`src/rtl/pwr_part_pkg.sv`:
```
package pwr_part_pkg;

  localparam int unsigned DEF_ADDR_W     = 12;
  localparam int unsigned DEF_DATA_W     = 32;
  localparam int unsigned DEF_NUM_PART   = 25;
  localparam int unsigned DEF_TOGGLE_OFS = 'h030;
  localparam int unsigned DEF_MASK_OFS   = 'h034;
  localparam int unsigned DEF_STATUS_OFS = 'h038;
  localparam int unsigned DEF_GFX_OFS    = 'h2D4;

  typedef enum logic [2:0] {
    ACC_NONE,
    ACC_TOGGLE,
    ACC_MASK,
    ACC_GFX,
    ACC_STATUS
  } acc_e;

endpackage

```
`src/rtl/pwr_part_decode.sv`:
```
module pwr_part_decode
  import pwr_part_pkg::*;
#(
  parameter int unsigned ADDR_W     = DEF_ADDR_W,
  parameter int unsigned TOGGLE_OFS = DEF_TOGGLE_OFS,
  parameter int unsigned MASK_OFS   = DEF_MASK_OFS,
  parameter int unsigned STATUS_OFS = DEF_STATUS_OFS,
  parameter int unsigned GFX_OFS    = DEF_GFX_OFS
) (
  input  logic [ADDR_W-1:0] addr_i,
  input  logic              we_i,
  output acc_e              kind_o,
  output logic              tog_we_o,
  output logic              mask_we_o,
  output logic              gfx_we_o
);

  always_comb begin
    if (addr_i == ADDR_W'(TOGGLE_OFS))      kind_o = ACC_TOGGLE;
    else if (addr_i == ADDR_W'(MASK_OFS))   kind_o = ACC_MASK;
    else if (addr_i == ADDR_W'(STATUS_OFS)) kind_o = ACC_STATUS;
    else if (addr_i == ADDR_W'(GFX_OFS))    kind_o = ACC_GFX;
    else                                    kind_o = ACC_NONE;
  end

  assign tog_we_o  = we_i && (kind_o == ACC_TOGGLE);
  assign mask_we_o = we_i && (kind_o == ACC_MASK);
  assign gfx_we_o  = we_i && (kind_o == ACC_GFX);

endmodule

```
`src/rtl/pwr_part_toggle.sv`:
```
module pwr_part_toggle #(
  parameter int unsigned NUM_PART = 25,
  parameter int unsigned IDX_W    = 8
) (
  input  logic                clk_i,
  input  logic                rst_ni,
  input  logic                tog_we_i,
  input  logic                start_i,
  input  logic [IDX_W-1:0]    idx_i,
  output logic [NUM_PART-1:0] pwr_o,
  output logic [NUM_PART-1:0] off_o
);

  logic [NUM_PART-1:0] sel;

  for (genvar g = 0; g < NUM_PART; g++) begin : g_part
    assign sel[g] = tog_we_i && start_i && (idx_i == IDX_W'(g));

    always_ff @(posedge clk_i or negedge rst_ni) begin
      if (!rst_ni)     pwr_o[g] <= 1'b0;
      else if (sel[g]) pwr_o[g] <= ~pwr_o[g];
    end
  end

  // partitions being switched off at this edge
  assign off_o = sel & pwr_o;

endmodule

```
`src/rtl/pwr_part_clamp.sv`:
```
module pwr_part_clamp #(
  parameter int unsigned NUM_PART = 25,
  parameter int unsigned DATA_W   = 32,
  parameter int unsigned SWAP_A   = 3,
  parameter int unsigned SWAP_B   = 4,
  parameter int unsigned GFX_IDX  = 1,
  parameter bit          GFX_OWN  = 1'b1
) (
  input  logic                clk_i,
  input  logic                rst_ni,
  input  logic                mask_we_i,
  input  logic                gfx_we_i,
  input  logic [DATA_W-1:0]   wdata_i,
  input  logic [NUM_PART-1:0] pwr_i,
  input  logic [NUM_PART-1:0] off_i,
  output logic [NUM_PART-1:0] clamp_o
);

  logic gfx_zero;
  assign gfx_zero = gfx_we_i && (wdata_i == '0);

  for (genvar g = 0; g < NUM_PART; g++) begin : g_part
    localparam int unsigned SRC = (g == SWAP_A) ? SWAP_B :
                                  (g == SWAP_B) ? SWAP_A : g;
    logic rel;

    if (GFX_OWN && (g == GFX_IDX)) begin : g_gfx
      assign rel = gfx_zero;
    end else begin : g_mask
      assign rel = mask_we_i && wdata_i[SRC];
    end

    always_ff @(posedge clk_i or negedge rst_ni) begin
      if (!rst_ni)                clamp_o[g] <= 1'b1;
      else if (off_i[g])          clamp_o[g] <= 1'b1;
      else if (rel && pwr_i[g])   clamp_o[g] <= 1'b0;
    end
  end

endmodule

```
`src/rtl/pwr_part_readmux.sv`:
```
module pwr_part_readmux
  import pwr_part_pkg::*;
#(
  parameter int unsigned NUM_PART = 25,
  parameter int unsigned DATA_W   = 32
) (
  input  acc_e                kind_i,
  input  logic [NUM_PART-1:0] pwr_i,
  output logic [DATA_W-1:0]   rdata_o
);

  always_comb begin
    rdata_o = '0;
    if (kind_i == ACC_STATUS) begin
      for (int i = 0; i < NUM_PART; i++) rdata_o[i] = pwr_i[i];
    end
  end

endmodule

```
`src/rtl/pwr_part_ctrl.sv`:
```
module pwr_part_ctrl
  import pwr_part_pkg::*;
#(
  parameter int unsigned ADDR_W     = DEF_ADDR_W,
  parameter int unsigned DATA_W     = DEF_DATA_W,
  parameter int unsigned NUM_PART   = DEF_NUM_PART,
  parameter int unsigned TOGGLE_OFS = DEF_TOGGLE_OFS,
  parameter int unsigned MASK_OFS   = DEF_MASK_OFS,
  parameter int unsigned STATUS_OFS = DEF_STATUS_OFS,
  parameter int unsigned GFX_OFS    = DEF_GFX_OFS,
  parameter int unsigned START_BIT  = 8,
  parameter int unsigned SWAP_A     = 3,
  parameter int unsigned SWAP_B     = 4,
  parameter int unsigned GFX_IDX    = 1,
  parameter bit          GFX_OWN    = 1'b1
) (
  input  logic                clk_i,
  input  logic                rst_ni,
  input  logic [ADDR_W-1:0]   addr_i,
  input  logic [DATA_W-1:0]   wdata_i,
  input  logic                we_i,
  output logic [DATA_W-1:0]   rdata_o,
  output logic [NUM_PART-1:0] pwr_en_o,
  output logic [NUM_PART-1:0] clamp_o
);

  localparam int unsigned IDX_W = START_BIT;

  acc_e                kind;
  logic                tog_we, mask_we, gfx_we;
  logic [NUM_PART-1:0] off_now;

  pwr_part_decode #(
    .ADDR_W(ADDR_W), .TOGGLE_OFS(TOGGLE_OFS), .MASK_OFS(MASK_OFS),
    .STATUS_OFS(STATUS_OFS), .GFX_OFS(GFX_OFS)
  ) i_decode (
    .addr_i   (addr_i),
    .we_i     (we_i),
    .kind_o   (kind),
    .tog_we_o (tog_we),
    .mask_we_o(mask_we),
    .gfx_we_o (gfx_we)
  );

  pwr_part_toggle #(
    .NUM_PART(NUM_PART), .IDX_W(IDX_W)
  ) i_toggle (
    .clk_i   (clk_i),
    .rst_ni  (rst_ni),
    .tog_we_i(tog_we),
    .start_i (wdata_i[START_BIT]),
    .idx_i   (wdata_i[IDX_W-1:0]),
    .pwr_o   (pwr_en_o),
    .off_o   (off_now)
  );

  pwr_part_clamp #(
    .NUM_PART(NUM_PART), .DATA_W(DATA_W), .SWAP_A(SWAP_A),
    .SWAP_B(SWAP_B), .GFX_IDX(GFX_IDX), .GFX_OWN(GFX_OWN)
  ) i_clamp (
    .clk_i    (clk_i),
    .rst_ni   (rst_ni),
    .mask_we_i(mask_we),
    .gfx_we_i (gfx_we),
    .wdata_i  (wdata_i),
    .pwr_i    (pwr_en_o),
    .off_i    (off_now),
    .clamp_o  (clamp_o)
  );

  pwr_part_readmux #(
    .NUM_PART(NUM_PART), .DATA_W(DATA_W)
  ) i_readmux (
    .kind_i (kind),
    .pwr_i  (pwr_en_o),
    .rdata_o(rdata_o)
  );

endmodule

```
`config.mk`:
```
export PLATFORM = sky130hd
export DESIGN_NAME = pwr_part_ctrl
export DESIGN_NICKNAME = d
export VERILOG_FILES = /design/src/rtl/pwr_part_pkg.sv /design/src/rtl/pwr_part_decode.sv /design/src/rtl/pwr_part_toggle.sv /design/src/rtl/pwr_part_clamp.sv /design/src/rtl/pwr_part_readmux.sv /design/src/rtl/pwr_part_ctrl.sv
export SDC_FILE = /design/constraint.sdc
export NUM_CORES = 1
export LEC_CHECK = 0
export BUFFER_PORTS_ARGS = -buffer_cell sky130_fd_sc_hd__buf_4
export CORE_AREA = 8 8 96 98
export CTS_BUF_LIST = sky130_fd_sc_hd__clkbuf_16
export CTS_CLUSTER_DIAMETER = 150
export DETAILED_ROUTE_END_ITERATION = 12
export DIE_AREA = 0 0 104 106
export GPL_ROUTABILITY_DRIVEN = 0
export MAX_ROUTING_LAYER = met4
export PLACE_DENSITY = 0.68
export SYNTH_ARGS = -nofsm -noshare
export SYNTH_HDL_FRONTEND = slang
export SYNTH_HIERARCHICAL = 1
export SYNTH_SLANG_ARGS = --single-unit
export TNS_END_PERCENT = 30
```
`constraint.sdc`:
```
create_clock -name clk_i -period 3.49 [get_ports clk_i]
set_input_delay 0.349 -clock clk_i [delete_from_list [all_inputs] [get_ports clk_i]]
set_output_delay 0.349 -clock clk_i [all_outputs]
set_load 0.005 [all_outputs]
```
Word-level counts from Yosys, hierarchy flattened
Index checks and enable logic that the tools add are counted.
Storage, ports and cells
  bits of input ports: 47
  bits in registers: 50
  ROM bits: 0
  RAM bits: 0
  latch bits: 0
  memories: 0
  word-level logic and storage cells: 269
Operators by class
  $mul: 0
  add/subtract/negate cells: 0
  shift operators: 0
  multiplexer cells: 55
  reductions and logical operators: 106
  $lt $le $gt $ge: 0
  equality and inequality tests: 32
  bitwise operators: 26
  div/mod/pow operators: 0
Operators by type and width (count)
  $logic_and A1 B1 Y1: 79
  $eq A8 B5 Y1 const B: 9
  $eq A8 B4 Y1 const B: 8
  $mux W1: 50
  $reduce_bool A2 Y1: 25
  $eq A12 B6 Y1 const B: 3
  $eq A8 B3 Y1 const B: 4
  $logic_not A32 Y1: 1
  $and A25 B25 Y25: 1
  $mux W25: 1
  $not A1 Y1: 25
  $eq A8 B2 Y1 const B: 2
  $eq A12 B10 Y1 const B: 1
  $mux W3: 3
  $eq A8 B1 Y1 const B: 1
  $logic_not A8 Y1: 1
  $eq A3 B2 Y1 const B: 2
  $eq A3 B1 Y1 const B: 1
  $eq A3 B3 Y1 const B: 1
  $mux W2: 1

Longest topological paths before layout
  word-level depth: 11
  depth in mapped cells: 9
  mapped depth without buffers: 8

By module
Netlist, hierarchy kept.
By module, submodules not included
  pwr_part_toggle: sequential area each 625.6 µm², cells an instance 127, instances 1, area each 1317.5 µm²
  pwr_part_clamp: sequential area each 656.9 µm², cells an instance 88, instances 1, area each 1071.0 µm²
  pwr_part_readmux: sequential area each 0.0 µm², cells an instance 39, instances 1, area each 516.7 µm²
  pwr_part_decode: sequential area each 0.0 µm², cells an instance 16, instances 1, area each 98.8 µm²

Worst setup path before layout
OpenSTA, ideal clock, no wires.
  path kind: input -> register
  from: in addr_i[11]
  to: reg i_clamp.clamp_o[1]
  setup time: 0.062 ns
  cell stages on the path: 9
  data arrival time: 2.359 ns
  data required time: 3.428 ns
  path slack: 1.070 ns
  cell sequence: or4_4 > or3_4 > nor3_1 > and4bb_2 > buf_2 > and3_1 > nor4b_2 > nand4_1 > o32a_1
Between the ends
  cells in the longest elaborated chain, start to end: 11
  elaborated cells on any way between the ends: 19
  classes of those cells: 6 x eq/ne; 5 x mux; 1 x bitwise; 7 x reduce/logical
Ends and longest elaborated chain
  from (decl): line pwr_part_ctrl.sv:19  | input logic [ADDR_W-1:0] addr_i,
  $eq A12 B10 Y1: line pwr_part_decode.sv:22  | else if (addr_i == ADDR_W'(GFX_OFS)) kind_o = ACC_GFX;
  $mux W2: line pwr_part_decode.sv:22
  $mux W3: line pwr_part_decode.sv:21  | else if (addr_i == ADDR_W'(STATUS_OFS)) kind_o = ACC_STATUS;
  $mux W3: line pwr_part_decode.sv:20  | else if (addr_i == ADDR_W'(MASK_OFS)) kind_o = ACC_MASK;
  $mux W3 *: line pwr_part_decode.sv:19  | if (addr_i == ADDR_W'(TOGGLE_OFS)) kind_o = ACC_TOGGLE;
  $eq A3 B1 Y1 *: line pwr_part_decode.sv:26  | assign tog_we_o = we_i && (kind_o == ACC_TOGGLE);
  $logic_and A1 B1 Y1 *: line pwr_part_decode.sv:26
  named net tog_we: line pwr_part_ctrl.sv:30  | logic tog_we, mask_we, gfx_we;
  $logic_and A1 B1 Y1 * (2 in a row): line pwr_part_toggle.sv:17  | assign sel[g] = tog_we_i && start_i && (idx_i == IDX_W'(g));
  $and A25 B25 Y25 *: line pwr_part_toggle.sv:26  | assign off_o = sel & pwr_o;
  named net off_now[1]: line pwr_part_ctrl.sv:31  | logic [NUM_PART-1:0] off_now;
  $mux W1 / $reduce_bool A2 Y1 (equally long branches)
  to (signal, indexed assignment): line pwr_part_clamp.sv:34  | if (!rst_ni) clamp_o[g] <= 1'b1;
  to (signal, indexed assignment): line pwr_part_clamp.sv:35  | else if (off_i[g]) clamp_o[g] <= 1'b1;
  to (signal, indexed assignment): line pwr_part_clamp.sv:36  | else if (rel && pwr_i[g]) clamp_o[g] <= 1'b0;
  to (decl): line pwr_part_clamp.sv:16  | output logic [NUM_PART-1:0] clamp_o
Mark *: on every way through the listed nets, which the timed path passes. The rest lies on a longest branch.
A chain may end at the register's enable or synchronous reset.

Worst setup path after layout
  from: in addr_i[11]
  to: out rdata_o[7]
Between the ends
  cells in the longest elaborated chain, start to end: 7
  elaborated cells on any way between the ends: 10
  classes of those cells: 5 x eq/ne; 5 x mux
Ends and longest elaborated chain
  $eq A12 B10 Y1: line pwr_part_decode.sv:22
  $mux W2: line pwr_part_decode.sv:22
  $mux W3: line pwr_part_decode.sv:21
  $mux W3: line pwr_part_decode.sv:20
  $mux W3 *: line pwr_part_decode.sv:19
  named net kind[0]: line pwr_part_ctrl.sv:29  | acc_e kind;
  $eq A3 B3 Y1 *: line pwr_part_readmux.sv:14  | if (kind_i == ACC_STATUS) begin
  $mux W25 *: line pwr_part_readmux.sv:14
  to (decl): line pwr_part_ctrl.sv:22  | output logic [DATA_W-1:0] rdata_o,
Marked as above.

==> results.cfg <==
[run_status]
status = finished, final reports clean

[global_route]
grt_max_degree = 51
overflow = 0
grt_pass1_wl_mm = 14.9
grt_usage_pct = 17.1
grt_pass1_vias = 2856
antenna_found_initial = 0

[routing]
vias_per_cell = 5.34
vias = 2627
drt_iter0_drc = 121
wl_mm = 9.37
post_drt_wl_per_cell_um = 19.0
first_pass_iters = 4
detail-route-antenna-nets = 0
drc = 0

[yosys]
yosysSeqAreaShare_pct = 42.7
synth_area_um2 = 3000
yosysUniqueCellTypes = 33
synth_warnings = 6
synthCells = 270
avgSynthCellArea_um2 = 11.1
ys_ff_latch = 50

[layout]
drive_above_1_share_pct = 52.2
utilization_pct = 52.9
nNetsFinal = 433
area_growth_pct = 38.2
mostFrequentLayoutCells = 128 x buf_4, 50 x nand3_1, 25 x dfstp_2, 25 x xnor2_1, 25 x dfrtp_1
insertedDiodeCount = 0
final_common_cell = buf_4

[placement]
port_buffers = 121
hpwl_mm = 7.20

[clock_tree]
h-tree-depth = 2
cts_tree = yes
clock_path_buffers = 2
cts_hold_buf = 0
post_cts_buffers = 0
clk_pin_slew_ns = 0.07
cts_buffers = 5
root_buffer = clkbuf_16
worstSkewPairLatency_ns = 0.29
cts_sinks = 50
cts-resized-gates = 0

[floorplan]
initial_core_util_pct = 38.3
core_um2 = 7850
die_area_um2 = 11000
die_y_um = 106
die_w_um = 104
row_count = 33
io_pins = 129

[pwr]
clkPwrFrac_pct = 45.2
ir_worst_vdd_uv = 288
seqPwrFrac_pct = 47.5
powerDensity_nw_per_um2 = 294
switchingPower_w = 0.000261
leakagePower_nw = 1.99
internal_power_w = 0.000961
switching_share_pct = 21.4
pwr-share-comb_pct = 7.3

[critical_path]
regToRegStartpoint = i_toggle/pwr_o[1]$_DFFE_PN0P_
cp.required_ns = 3.14
crit_arrival_ns = 2.46
worst-path-max-fanout = 17
worstSetupEndpointType = output pin
critical_path_class = in -> out
crit_path_start = addr_i[11]
worstSetupStartpointType = input port

[timing]
period_needed_ns = 2.81
rsz0062_at_grt = false
max_slew_margin_pct = 36.0
skew_ns = 0.00282
max_freq_mhz = 356
post-route-period-util_pct = 80.6
fin_setup_tns_ns = 0
setup-violations-final = 0
tightest_slew_ns = 0.958
drv_slew = 0
hold_viol = 0

[worst_hold_path]
holdCritPathClass = in -> async

[run]
maxCapViolations = 0
-- cell usage after synthesis --
library cell,number,area share [%]
a21o_1,24,6.0
a21oi_1,2,0.33
and2_1,3,0.62
and2_4,4,1.2
and3_1,24,5.0
and4_1,1,0.29
and4b_1,2,0.67
and4bb_2,6,2.5
buf_2,6,1.0
buf_4,10,2.5
buf_6,4,1.5
clkbuf_1,5,0.62
conb_1,1,0.12
dfrtp_1,25,21
dfstp_2,25,22
inv_1,3,0.37
nand2_1,2,0.25
nand2b_1,2,0.42
nand3_1,50,8.3
nand4_1,2,0.42
nor2_1,2,0.25
nor2b_1,3,0.62
nor3_1,4,0.67
nor4_1,6,1.2
nor4_2,2,0.83
nor4b_1,1,0.29
nor4b_2,3,1.5
nor4bb_2,18,9.7
nor4bb_4,2,1.7
o32a_1,1,0.33
or3_4,1,0.37
or4_4,1,0.37
xnor2_1,25,7.3
-- kinds of logic after synthesis --
kind of cell | count (synthesis) | synth area share [%]
AND/OR/NAND/NOR | 139 | 37.2
flip-flops | 50 | 42.7
buffers and inverters | 28 | 6.00
AO/OA/AOI/OAI | 27 | 6.66
XOR/XNOR | 25 | 7.29
other | 1 | 0.125
-- metal layers --
metal  vias up  routed length, µm  track usage [%]  share of wire, %
met4         0                154             4.55               1.6
met3        14                559             3.81               6.0
li1       1218                  -                -                 -
met2        95               4640             28.5                50
met5         -                  0                -                 0
met1      1300               4010             20.4                43
-- power by group through the flow --
stage / clock network [W] / registers, W / logic [W]
after floorplan: 0 / 0.000591 / 0.0000243
after global placement: 0 / 0.000591 / 0.0000870
after detailed placement: 0 / 0.000591 / 0.0000893
after CTS: 0.000565 / 0.000581 / 0.0000894
after global routing: 0.000585 / 0.000580 / 0.0000963
final: 0.000552 / 0.000581 / 0.0000890
-- through the flow --
step | hold slack, ns | cells | area, µm² | worst slack, ns | power (W)
2_1_floorplan | 0.0534 | 276 | 3030 | 1.07 | 0.000615
3_3_place_gp | 0.415 | 484 | 3980 | 0.638 | 0.000678
3_5_place_dp | 0.413 | 484 | 3980 | 0.590 | 0.000680
4_1_cts | 0.104 | 492 | 4150 | 0.667 | 0.00124
5_1_grt | 0.134 | 492 | 4150 | 0.599 | 0.00126
6_report | 0.0837 | 492 | 4150 | 0.679 | 0.00122
-- registers in the layout (all words and copies together), names as in the netlist --
name	cells
i_clamp/clamp_o	25
i_toggle/pwr_o	25
-- cell type report --
type                            count  area [µm²]
Inverter                            3        11.3
Timing Repair Buffer              128         961
Clock inverter                      3        43.8
Clock buffer                        5         125
Sequential cell                    50        1280
Multi-Input combinational cell    198        1600
Tap cell                          105         131
Fill cell                         764        3690
-- critical path, cell delays in order --
cell	delay (ns)
buf_4	0.11
or4_4	0.54
or3_4	0.40
a21oi_4	0.51
buf_4	0.33
nor4bb_2	0.08
buf_4	0.14
-- final timing paths --
path                            cells after the start                         endpoint  slack (ns)
worst max register to register                      4   i_clamp/clamp_o[1]$_DFFE_PN1P_        2.12
worst min register to register                      1  i_clamp/clamp_o[22]$_DFFE_PN1P_        0.51
max in group asynchronous                           1   i_toggle/pwr_o[19]$_DFFE_PN0P_        3.00
worst min-delay path                                1    i_toggle/pwr_o[6]$_DFFE_PN0P_        0.08
min in group clk_i                                  3  i_clamp/clamp_o[16]$_DFFE_PN1P_        0.38
worst max-delay path                                7                       rdata_o[7]        0.68
Power figures use the tool's default switching activity.
